`src/rtl/prt_pkg.sv`:
```
// Shared definitions for the prescaled reference-compare timer.
// Assumes a 16-bit mode register whose fields are fixed by the struct below.
package prt_pkg;

    // Clock source selection held in the mode register.
    typedef enum logic [1:0] {
        SRC_OFF  = 2'd0,
        SRC_CLK  = 2'd1,
        SRC_SLOW = 2'd2,
        SRC_EXT  = 2'd3
    } clk_src_e;

    // Mode register layout, most significant field first.
    typedef struct packed {
        logic [7:0] psc;
        logic [2:0] spare;
        logic       ie;
        logic       restart;
        clk_src_e   src;
        logic       en;
    } mode_t;

    localparam int MODE_W      = $bits(mode_t);
    localparam int PSC_W       = 8;
    localparam int EVT_REF_BIT = 1;

    // Register byte offsets.
    localparam int OFS_MODE = 'h00;
    localparam int OFS_REF  = 'h04;
    localparam int OFS_CAP  = 'h08;
    localparam int OFS_CNT  = 'h0C;
    localparam int OFS_EVT  = 'h11;

endpackage

```
`src/rtl/prt_regs.sv`:
```
// Register file and decoder of the timer.
// Holds mode and reference. Produces the write side effects for the counter
// block and muxes read data. Assumes single-cycle write strobes and
// combinational reads with no side effects.
module prt_regs
    import prt_pkg::*;
#(
    parameter int DATA_W = 16,
    parameter int ADDR_W = 5
) (
    input  logic              clk,
    input  logic              rst_n,
    input  logic              bus_wr,
    input  logic [ADDR_W-1:0] bus_addr,
    input  logic [DATA_W-1:0] bus_wdata,
    input  logic [DATA_W-1:0] cnt_q,
    input  logic              evt_q,
    output mode_t             mode_q,
    output logic [DATA_W-1:0] ref_q,
    output logic [DATA_W-1:0] bus_rdata,
    output logic              restart,
    output logic              clear_all,
    output logic              cnt_load,
    output logic              evt_clr
);

    logic hit_mode, hit_ref, hit_cap, hit_cnt, hit_evt;
    logic wr_mode, wr_ref;

    // Decode the byte offset into register hits.
    always_comb begin
        hit_mode = (bus_addr == ADDR_W'(OFS_MODE));
        hit_ref  = (bus_addr == ADDR_W'(OFS_REF));
        hit_cap  = (bus_addr == ADDR_W'(OFS_CAP));
        hit_cnt  = (bus_addr == ADDR_W'(OFS_CNT));
        hit_evt  = (bus_addr == ADDR_W'(OFS_EVT));
    end

    // Turn the write strobe into per-register actions.
    always_comb begin
        wr_mode   = bus_wr && hit_mode;
        wr_ref    = bus_wr && hit_ref;
        cnt_load  = bus_wr && hit_cnt;
        evt_clr   = bus_wr && hit_evt && bus_wdata[EVT_REF_BIT];
        clear_all = wr_mode && mode_q.en && !bus_wdata[0];
        restart   = wr_mode || wr_ref;
    end

    // Mode register: takes every write, including the one that disables.
    always_ff @(posedge clk) begin
        if (!rst_n) begin
            mode_q <= '0;
        end else if (wr_mode) begin
            mode_q <= mode_t'(bus_wdata[MODE_W-1:0]);
        end
    end

    // Reference register: cleared by the disabling mode write.
    always_ff @(posedge clk) begin
        if (!rst_n || clear_all) begin
            ref_q <= '0;
        end else if (wr_ref) begin
            ref_q <= bus_wdata;
        end
    end

    // Read data mux; capture and unmapped offsets return zero.
    always_comb begin
        bus_rdata = '0;
        if (hit_mode)     bus_rdata = DATA_W'(mode_q);
        else if (hit_ref) bus_rdata = ref_q;
        else if (hit_cnt) bus_rdata = cnt_q;
        else if (hit_evt) bus_rdata = DATA_W'({evt_q, 1'b0});
        else if (hit_cap) bus_rdata = '0;
    end

endmodule

```
`src/rtl/prt_prescaler.sv`:
```
// Source divider and programmable prescaler of the timer.
// Emits one count tick every (psc + 1) source ticks. A source tick is either
// every clock or every SLOW_DIV clocks. The phase resets on restart and
// whenever the timer is not running.
module prt_prescaler #(
    parameter int PSC_W    = 8,
    parameter int SLOW_DIV = 16
) (
    input  logic             clk,
    input  logic             rst_n,
    input  logic             run,
    input  logic             slow_sel,
    input  logic             restart,
    input  logic [PSC_W-1:0] psc,
    output logic             cnt_tick
);

    logic             src_tick;
    logic [PSC_W-1:0] psc_q;

    generate
        if (SLOW_DIV > 1) begin : g_div
            localparam int DIV_W = $clog2(SLOW_DIV);
            logic [DIV_W-1:0] div_q;
            logic             div_end;

            // Mark the last clock of each slow period.
            always_comb div_end = (div_q == DIV_W'(SLOW_DIV - 1));

            // Divider phase counter, used only when the slow source is chosen.
            always_ff @(posedge clk) begin
                if (!rst_n || !run || restart || !slow_sel) begin
                    div_q <= '0;
                end else begin
                    div_q <= div_end ? '0 : div_q + 1'b1;
                end
            end

            // Select the source tick.
            always_comb src_tick = slow_sel ? div_end : 1'b1;
        end else begin : g_nodiv
            // Without a divider, every clock is a source tick.
            always_comb src_tick = 1'b1;
        end
    endgenerate

    // Prescale phase counter, counting source ticks up to psc.
    always_ff @(posedge clk) begin
        if (!rst_n || !run || restart) begin
            psc_q <= '0;
        end else if (src_tick) begin
            psc_q <= (psc_q == psc) ? '0 : psc_q + 1'b1;
        end
    end

    // Count tick on the last source tick of a prescale period.
    always_comb cnt_tick = run && !restart && src_tick && (psc_q == psc);

endmodule

```
`src/rtl/prt_counter.sv`:
```
// Up-counter with restart on reference and the reference event flag.
// Priority: soft clear, then load, then tick. A tick is dropped in the cycle
// of a load. The event flag is set only by an applied tick that wraps.
module prt_counter #(
    parameter int DATA_W = 16
) (
    input  logic              clk,
    input  logic              rst_n,
    input  logic              clear_all,
    input  logic              load,
    input  logic [DATA_W-1:0] load_val,
    input  logic              tick,
    input  logic [DATA_W-1:0] ref_val,
    input  logic              evt_clr,
    output logic [DATA_W-1:0] cnt_q,
    output logic              evt_q
);

    logic at_ref;
    logic wrap;

    // Detect the wrap point.
    always_comb begin
        at_ref = (cnt_q == ref_val);
        wrap   = tick && !load && at_ref;
    end

    // Count register.
    always_ff @(posedge clk) begin
        if (!rst_n || clear_all) begin
            cnt_q <= '0;
        end else if (load) begin
            cnt_q <= load_val;
        end else if (tick) begin
            cnt_q <= at_ref ? '0 : cnt_q + 1'b1;
        end
    end

    // Event flag: set on wrap, which wins over a clear in the same cycle.
    always_ff @(posedge clk) begin
        if (!rst_n || clear_all) begin
            evt_q <= 1'b0;
        end else if (wrap) begin
            evt_q <= 1'b1;
        end else if (evt_clr) begin
            evt_q <= 1'b0;
        end
    end

endmodule

```
`src/rtl/prt_timer.sv`:
```
// Top level of the prescaled reference-compare timer.
// Connects the register file, prescaler and counter, and forms the run
// condition and the interrupt. Requires DATA_W >= 16 to hold the mode register.
module prt_timer
    import prt_pkg::*;
#(
    parameter int DATA_W   = 16,
    parameter int ADDR_W   = 5,
    parameter int SLOW_DIV = 16
) (
    input  logic              clk,
    input  logic              rst_n,
    input  logic              bus_wr,
    input  logic [ADDR_W-1:0] bus_addr,
    input  logic [DATA_W-1:0] bus_wdata,
    output logic [DATA_W-1:0] bus_rdata,
    output logic              irq
);

    mode_t             mode_q;
    logic [DATA_W-1:0] ref_q;
    logic [DATA_W-1:0] cnt_q;
    logic              evt_q;
    logic              restart, clear_all, cnt_load, evt_clr;
    logic              run, slow_sel, cnt_tick;

    prt_regs #(.DATA_W(DATA_W), .ADDR_W(ADDR_W)) u_regs (
        .clk       (clk),
        .rst_n     (rst_n),
        .bus_wr    (bus_wr),
        .bus_addr  (bus_addr),
        .bus_wdata (bus_wdata),
        .cnt_q     (cnt_q),
        .evt_q     (evt_q),
        .mode_q    (mode_q),
        .ref_q     (ref_q),
        .bus_rdata (bus_rdata),
        .restart   (restart),
        .clear_all (clear_all),
        .cnt_load  (cnt_load),
        .evt_clr   (evt_clr)
    );

    // Running needs enable, restart mode and a supported source.
    always_comb begin
        slow_sel = (mode_q.src == SRC_SLOW);
        run      = mode_q.en && mode_q.restart &&
                   ((mode_q.src == SRC_CLK) || slow_sel);
    end

    prt_prescaler #(.PSC_W(PSC_W), .SLOW_DIV(SLOW_DIV)) u_psc (
        .clk      (clk),
        .rst_n    (rst_n),
        .run      (run),
        .slow_sel (slow_sel),
        .restart  (restart),
        .psc      (mode_q.psc),
        .cnt_tick (cnt_tick)
    );

    prt_counter #(.DATA_W(DATA_W)) u_cnt (
        .clk       (clk),
        .rst_n     (rst_n),
        .clear_all (clear_all),
        .load      (cnt_load),
        .load_val  (bus_wdata),
        .tick      (cnt_tick),
        .ref_val   (ref_q),
        .evt_clr   (evt_clr),
        .cnt_q     (cnt_q),
        .evt_q     (evt_q)
    );

    // Interrupt request: pending event gated by the enable bit.
    always_comb irq = mode_q.ie && evt_q;

endmodule

```
`config.mk`:
```
export PLATFORM = sky130hd
export DESIGN_NAME = prt_timer
export DESIGN_NICKNAME = d
export VERILOG_FILES = /design/src/rtl/prt_pkg.sv /design/src/rtl/prt_regs.sv /design/src/rtl/prt_prescaler.sv /design/src/rtl/prt_counter.sv /design/src/rtl/prt_timer.sv
export SDC_FILE = /design/constraint.sdc
export NUM_CORES = 1
export LEC_CHECK = 0
export BUFFER_PORTS_ARGS = -buffer_cell sky130_fd_sc_hd__buf_2
export CORE_MARGIN = 4
export CORE_UTILIZATION = 50
export DETAILED_ROUTE_END_ITERATION = 10
export GPL_TIMING_DRIVEN = 0
export PLACE_DENSITY = 0.66
export SETUP_SLACK_MARGIN = 0.05
export SLEW_MARGIN = 5
export SYNTH_ARGS = -nofsm -noshare
export SYNTH_HDL_FRONTEND = slang
export SYNTH_SLANG_ARGS = --single-unit
export TNS_END_PERCENT = 1
```
`constraint.sdc`:
```
create_clock -name clk -period 5.1 [get_ports clk]
set_input_delay 1.02 -clock clk [delete_from_list [all_inputs] [get_ports clk]]
set_output_delay 1.02 -clock clk [all_outputs]
set_load 0.02 [all_outputs]
```
# Word-level counts from Yosys, hierarchy flattened
# Index checks and enable logic that the tools add are counted.
[totals] register_bits=61 elab_cells=64
[op_classes] n_eq_ne=8 add_sub_neg=3 n_mux=11 n_reduce_logical=31
[ops] cell="$mux W16" n=6
[ops] cell="$add A16 B1 Y16 const B" n=1
[ops] cell="$eq A16 B16 Y1" n=1
[ops] cell="$logic_and A1 B1 Y1" n=15
[ops] cell="$add A8 B1 Y8 const B" n=1
[ops] cell="$eq A8 B8 Y1" n=1
[ops] cell="$mux W8" n=1
[ops] cell="$logic_not A1 Y1" n=6
[ops] cell="$logic_or A1 B1 Y1" n=6
[ops] cell="$eq A5 B3 Y1 const B" n=1
[ops] cell="$eq A5 B4 Y1 const B" n=1
[ops] cell="$eq A5 B5 Y1 const B" n=1
[ops] cell="$logic_not A5 Y1" n=1
[ops] cell="$add A4 B1 Y4 const B" n=1
[ops] cell="$eq A4 B4 Y1 const B" n=1
[ops] cell="$reduce_bool A2 Y1" n=2
[ops] cell="$mux W1" n=3
[ops] cell="$eq A2 B1 Y1 const B" n=1
[ops] cell="$eq A2 B2 Y1 const B" n=1
[ops] cell="$mux W2" n=1
[ops] cell="$reduce_or A2 Y1" n=1

# Depth between registers and ports, before layout
# Gate-level depths: netlist of run 1.
[depth] ltp_word=10 depth_mapped=9 depth_no_buf=8

# Modules after synthesis
# From an unflattened synthesis of run 1, not the netlist that was laid out.
[unflattened] hier_cells=441 hier_area_um2=3709.8
[modules_own_cells] mod="prt_regs" area_per_inst_um2=1672.9 cells_each=204 seq_area_each_um2=640.6 instances=1
[modules_own_cells] mod="prt_counter" area_per_inst_um2=1342.5 cells_each=163 seq_area_each_um2=340.3 instances=1
[modules_own_cells] mod="prt_prescaler" area_per_inst_um2=663.1 cells_each=70 seq_area_each_um2=240.2 instances=1
[modules_own_cells] mod="prt_timer" area_per_inst_um2=31.3 cells_each=4 seq_area_each_um2=0.0 instances=1

# Least setup slack after synthesis of run 1
# No wires, ideal clock.
[synth_path] kind="input port to output port" from="in bus_addr[2]" to="out bus_rdata[1]" stages=5 n_path_buf=3 required_time_ps=4080 arrival_ps=2213 slack_ps=1867 path_cell_list="buf_2 buf_1 clkbuf_1 nor2_1 nor2_1"
[synth_between] elab_chain_cells=5 word_cells_on_any_way=8
[synth_rtl] element="start: declaration" line_no="prt_timer.sv:14" source="input logic [ADDR_W-1:0] bus_addr,"
[synth_rtl] element="$eq A5 B5 Y1" line_no="prt_regs.sv:36" source="hit_evt = (bus_addr == ADDR_W'(OFS_EVT));"
[synth_rtl] element="$mux W2" line_no="prt_regs.sv:73" source="else if (hit_evt) bus_rdata = DATA_W'({evt_q, 1'b0});"
[synth_rtl] element="$mux W16" line_no="prt_regs.sv:72" source="else if (hit_cnt) bus_rdata = cnt_q;"
[synth_rtl] element="$mux W16" line_no="prt_regs.sv:71" source="else if (hit_ref) bus_rdata = ref_q;"
[synth_rtl] element="$mux W16 (*)" line_no="prt_regs.sv:70" source="if (hit_mode) bus_rdata = DATA_W'(mode_q);"
[synth_rtl] element="end: declaration" line_no="prt_timer.sv:16" source="output logic [DATA_W-1:0] bus_rdata,"
# Every way passes the cells marked *; elsewhere a longest branch is shown, timed or not.

# Final worst setup path of run 1
# Ends and elaborated chain as after synthesis.

==> results of run 1 <==
metal layers:
layer,up-vias,GRT usage (%)
li1,1675,-
met1,1625,35.0
met4,0,10.8
met3,22,5.93
met2,148,40.4
met5,-,0
cell families after synthesis:
kind of cell	count (synthesis)
fa+ha+maj	4
flops	61
xor+xnor	35
simple gates	204
mux	17
buf+inv	41
compound gates	93
report_power, final:
group          internal (mW)  switching [mW]  total (mW)  leakage (nW)
Clock                  0.301           0.202       0.502         0.116
Sequential             0.479         0.00308       0.482         0.492
Combinational         0.0282          0.0536      0.0818         0.877
worst max path at each step:
stage	to	slack (ns)	cells after the start	start
after global routing	bus_rdata[1]	1.13	7	bus_addr[2]
final	bus_rdata[1]	1.19	7	bus_addr[2]
after CTS	bus_rdata[1]	1.26	7	bus_addr[2]
after global placement	bus_rdata[1]	1.25	7	bus_addr[2]
after detailed placement	bus_rdata[1]	1.27	7	bus_addr[2]
after floorplan	bus_rdata[1]	1.87	5	bus_addr[2]
worst max-delay path: stages:
cell	delay, ns
buf_2	0.10
buf_2	0.24
buf_1	0.56
clkbuf_1	0.52
nor2_1	0.15
nor2_1	0.13
buf_2	0.17
flip-flops by register name, indices dropped and copies added (netlist names):
register	flops
u_cnt.cnt_q	16
u_cnt.evt_q	1
u_psc.g_div.div_q	4
u_psc.psc_q	8
u_regs.mode_q	16
u_regs.ref_q	16
layout make-up:
class | instances | area share, %
timing repair buffer | 40 | 4.88
sequential | 61 | 29.8
inverter | 11 | 1.01
clock buffer | 12 | 3.79
clock inverter | 4 | 1.71
tap | 96 | 2.93
buffer | 30 | 4.37
multi-input combinational | 353 | 51.5
cells in the final DEF, fill, tap and decap left out, types with 4 or more instances in the layout:
cell type  synthesis  routed
a21boi_0           6       6
a21boi_1          10      10
a21oi_1           44      44
a22oi_1           10      10
and2_1             5       5
and3_1             7       7
buf_2              8      48
buf_6              6       6
clkbuf_1          10      11
clkbuf_8           0      11
dfxtp_1           61      61
ha_1               4       4
inv_1             11      11
mux2i_1           17      17
nand2_1           70      70
nand3_1           30      30
nand4_1           14      14
nor2_1            54      54
o211ai_1           5       5
o21ai_1            8       8
or3_1              4       4
xnor2_1           25      25
xor2_1             8       8
==> impl_metrics.ini, run 1 <==
[status]
status = complete, no violations

[hold_path]
hold_end = u_regs.mode_q[5]
hold_path.class = reg -> reg
hold_depth = 2
hp-start = u_regs.mode_q[5]

[floorplan]
die_x_um = 92.3
die_h_um = 92.3
dieArea_um2 = 8520
start_util_pct = 52.0
io_pins = 41
row_count = 30
coreArea_um2 = 6830

[synthesis]
synth.avg_cell_area_um2 = 7.81
synth_edf_count = 0
ys_ff_latch = 61
synth_most_common_cell = nand2_1
synth_area_leader_cell = dfxtp_1
synth_ff_type = dfxtp_1
synthSimpleGateAreaFrac_pct = 28.2
ys_top_cells_by_area = dfxtp_1 (34%), nand2_1 (7.4%), a21oi_1 (6.2%), xnor2_1 (6.2%), nor2_1 (5.7%)
synthDistinctLibCells = 48
synth_xor_area_share_pct = 9.05
synthesis.area_um2 = 3550
ys_seq_area_share_pct = 34.4
synth_warnings = 0
synth_top_family_by_area = simple AND/OR/NAND/NOR gates
netlist.area_leader.share_pct = 34.4
syn_inst = 455
synth_mux_area_share_pct = 4.79
synth.top_cells.by_count = nand2_1 (70), dfxtp_1 (61), nor2_1 (54), a21oi_1 (44), nand3_1 (30)
synthArstFlopShare_pct = 0
synth_compound_area_share_pct = 16.0
synth_nets = 483
synth-adder-area-share_pct = 1.41

[routing]
maxUsedRoutingLayer = met4
routedWlPerCell_um = 17.6
dr_total_vias = 3470
viasPerCell = 5.72
drc = 0
drt_iter0_markers = 333
route.met2.wl_mm = 4.87
met3_length_um = 858
dr.pass1.iters = 5
wl_met1_mm = 4.73
ant_nets = 0
wirelength_mm = 10.7

[sta]
fin_crit_sh_pct = 76.7
finClkSkew_ns = 0.00842
rsz0062_at_grt = no
slew_headroom_pct = 55.1
fin_ws_ns = 1.19
setup_viol_count_final = 0
maxSlewViolCount = 0
whs_ns = 0.458
min_period_ns = 3.91
fin_tns_setup_ns = 0
fmax_mhz = 255
final-hold-violation-count = 0
worst_slew_pin_slew_ns = 0.673

[cts]
cts_tree = built
cts_buffers = 9
clk_pin_slew_worst_paths_ns = 0.07
cts_root_buffer = clkbuf_8
worst_skew_pair.late_latency_ns = 0.35
cts_setup_buffers = 0
htree_levels = 3
cts_sinks = 61
cts_buffer_depth = 2
cts.repair.resized = 0
holdBufCountCts = 0

[global_route]
grt_pass1_wl_mm = 17.1
grt_antenna_before_repair = 0
grt_max_degree = 11
grt_pass1_vias = 3372
grt_usage_pct = 26.1
overflow = 0

[setup_path]
r2r-start = u_regs.mode_q[1]
end_kind = output port
critical_path_class = in -> out
cp_data_required_time_ns = 4.08
critPathMaxFanout = 10
worstSetupStartpointType = primary input
r2r_cells = 9
r2r-end = u_cnt.cnt_q[11]
critPathArrivalTime_ns = 2.89
r2r_slack_ns = 2.83

[final_layout]
stdcell_area_um2 = 4100
multi_input_area_um2 = 2110
fillers = 678
final_cells = 607
final_core_utilization_pct = 60.0
area_growth_pct = 15.4
drive_gt1_share_pct = 16.2
nets = 534
seqCellArea_um2 = 1220
diodes = 0

[power_and_ir_drop]
cellPowerDensity_nw_per_um2 = 260
ir_drop_mv = 0.165
finalPower_mw = 1.07
p_leak_nw = 1.49

[placed_design]
place_hpwl_mm = 7.61
place_inst = 591
place_area_um2 = 3870
gp_congestion = 0.899
portBuffers = 40
dp_slack_ns = 1.27

[flow_run]
cap_viol_max_count = 0
Note: power is estimated with default switching activity, not from simulation.
==> inputs of run 2 (changes only) <==
- ABC_AREA: default -> 1
- PLACE_DENSITY: 0.66 -> 0.69
- clock period: 5.1 -> 3.4 ns (I/O delays scaled with it)
==> run 2 against run 1 <==
Routed wire length grew 2.6%. Area after synthesis grew 2.7%. Power grew 30%. Clock power grew 15%. Register-to-register slack lost 1.4 ns. Non-clock buffer count shrank 12.
==> impl_metrics.ini, run 2 <==
[synthesis]
synth_compound_area_share_pct = 13.2
syn_inst = 581
synthArstFlopShare_pct = 0
synth.avg_cell_area_um2 = 6.28
synth_area_leader_cell = dfxtp_1
synth_top_family_by_area = simple AND/OR/NAND/NOR gates
synth_mux_area_share_pct = 0
synth_edf_count = 0
ys_seq_area_share_pct = 33.5
netlist.area_leader.share_pct = 33.5
synth_ff_type = dfxtp_1
synthSimpleGateAreaFrac_pct = 39.2
synth_warnings = 0
ys_top_cells_by_area = dfxtp_1 (33%), nand2_1 (21%), nor2_1 (6.6%), a21oi_1 (6.0%), nand3_1 (6.0%)
synth-adder-area-share_pct = 1.37
synth_xor_area_share_pct = 3.36
synthesis.area_um2 = 3650
ys_ff_latch = 61
synth.top_cells.by_count = nand2_1 (201), nor2_1 (64), dfxtp_1 (61), inv_1 (58)
synth_most_common_cell = nand2_1
synthDistinctLibCells = 36
synth_nets = 609

[sta]
fin_crit_sh_pct = 87.6
finClkSkew_ns = 0.0100
fmax_mhz = 336
rsz0062_at_grt = no
maxSlewViolCount = 0
slew_headroom_pct = 63.8
min_period_ns = 2.98
setup_viol_count_final = 0
final-hold-violation-count = 0
worst_slew_pin_slew_ns = 0.544
fin_tns_setup_ns = 0
fin_ws_ns = 0.421

[floorplan]
dieArea_um2 = 8730
row_count = 30
coreArea_um2 = 6940
start_util_pct = 52.6
die_x_um = 93.4
io_pins = 41
die_h_um = 93.4

[final_layout]
multi_input_area_um2 = 2080
drive_gt1_share_pct = 12.9
area_growth_pct = 13.4
final_common_cell = nand2_1
seqCellArea_um2 = 1220
stdcell_area_um2 = 4140
diodes = 0
biggestRegsByFlops = u_cnt.cnt_q: 16 flops, u_regs.mode_q: 16 flops, u_regs.ref_q: 16 flops
nets = 660
layout_common_cells = nand2_1 (201), nor2_1 (64), dfxtp_1 (61), inv_1 (58)
fillers = 698

[routing]
dr_total_vias = 3894
ant_nets = 0
routedWlPerCell_um = 15.0
drt_iter0_markers = 277
wirelength_mm = 11.0
dr.pass1.iters = 5
viasPerCell = 5.31
drc = 0

[power_and_ir_drop]
p_int_mw = 1.01
cellPowerDensity_nw_per_um2 = 335
p_seq_share_pct = 51.9
swShare_pct = 27.2
p_leak_nw = 1.71
p_switching_mw = 0.377
finalPower_mw = 1.39
ir_drop_mv = 0.196
clock_power_share_pct = 41.4
combinationalPowerShare_pct = 6.6

[placed_design]
portBuffers = 40
place_area_um2 = 3970
gp_congestion = 0.890
dp_slack_ns = 0.462
place_hpwl_mm = 8.54

[setup_path]
end_kind = output port
cp_data_required_time_ns = 2.72
crit_family = buffers and inverters
critPathArrivalTime_ns = 2.30
critPathMaxFanout = 10
crit_slowest_cell = clkbuf_1
cpPeakStageDelay_ns = 0.35
worstSetupStartpointType = primary input
critical_path_class = in -> out
crit_buf_inv = 5
cp_cell_sequence = buf_2 -> inv_2 -> nand3_2 -> inv_2 -> nand3_1 -> clkbuf_1 -> o221ai_1 -> buf_2

[cts]
cts_sinks = 61
cts_tree = built
holdBufCountCts = 0
cts.repair.resized = 0
cts_setup_buffers = 0
cts_root_buffer = clkbuf_8
cts_buffer_depth = 2
clk_pin_slew_worst_paths_ns = 0.08
htree_levels = 3
worst_skew_pair.late_latency_ns = 0.35
cts_buffers = 9

[global_route]
grt_max_degree = 12
overflow = 0
grt_pass1_vias = 3580
grt_pass1_wl_mm = 18.0
grt_usage_pct = 26.5
grt_antenna_before_repair = 0

[status]
status = complete, no violations

[flow_run]
cap_viol_max_count = 0

[hold_path]
hold_path.class = reg -> reg
## run 2: final cells by class
class / instances / share of cell area [%]
Buffer: 18 / 2.36
Clock inverter: 5 / 0.877
Clock buffer: 11 / 3.18
Sequential cell: 61 / 29.5
Tap cell: 96 / 2.90
Inverter: 66 / 5.99
Multi-Input combinational cell: 436 / 50.3
Timing Repair Buffer: 40 / 4.84
## run 2: path summary, 6_finish.rpt
path	slack (ns)	end	cells past startpoint	start
worst min register to register	0.45	u_psc.g_div.div_q[0]	1	u_psc.g_div.div_q[0]
worst max register to register	1.48	u_cnt.cnt_q[12]	11	u_cnt.cnt_q[0]
worst max-delay path	0.42	bus_rdata[13]	8	bus_addr[4]
worst min-delay path	0.45	u_psc.g_div.div_q[0]	1	u_psc.g_div.div_q[0]
## run 2: per-layer routing
metal	global-route usage [%]	vias to the layer above	wire, um
li1	-	1966	-
met1	36.6	1751	4960
met2	42.2	152	4940
met3	3.38	25	817
met4	9.52	0	265
met5	0	-	0
## run 2: cell families after synthesis
logic type / count (synthesis)
XOR/XNOR: 14
AO/OA/AOI/OAI: 83
buffers and inverters: 84
adder cells (fa/ha/maj): 4
flip-flops: 61
AND/OR/NAND/NOR: 335
## run 2: power by group through the flow
stage	registers, mW	clock network [mW]	logic [mW]
floorplan	0.737	0	0.0468
global placement	0.737	0	0.0889
detailed placement	0.737	0	0.0904
CTS	0.721	0.577	0.0906
global route	0.721	0.609	0.0998
finish	0.721	0.575	0.0919
## run 2: worst register-to-register path: stages, from the launching register on
cell	delay (ns)
dfxtp_1	0.49
ha_1	0.24
nand2_1	0.09
nor2_1	0.16
nand2_1	0.14
nor2_1	0.25
nand3_1	0.11
nand2_1	0.08
nand3_1	0.08
nand2_1	0.07
nand2_1	0.04
a21oi_1	0.11
## run 2: stage by stage
step | util, % | hold slack (ns) | cells
finish | 59.6 | 0.451 | 733
global route | 59.6 | 0.482 | 733
CTS | 59.6 | 0.454 | 733
detailed placement | 57.2 | 0.436 | 717
global placement | 57.2 | 0.427 | 717
floorplan | - | 0.418 | 581
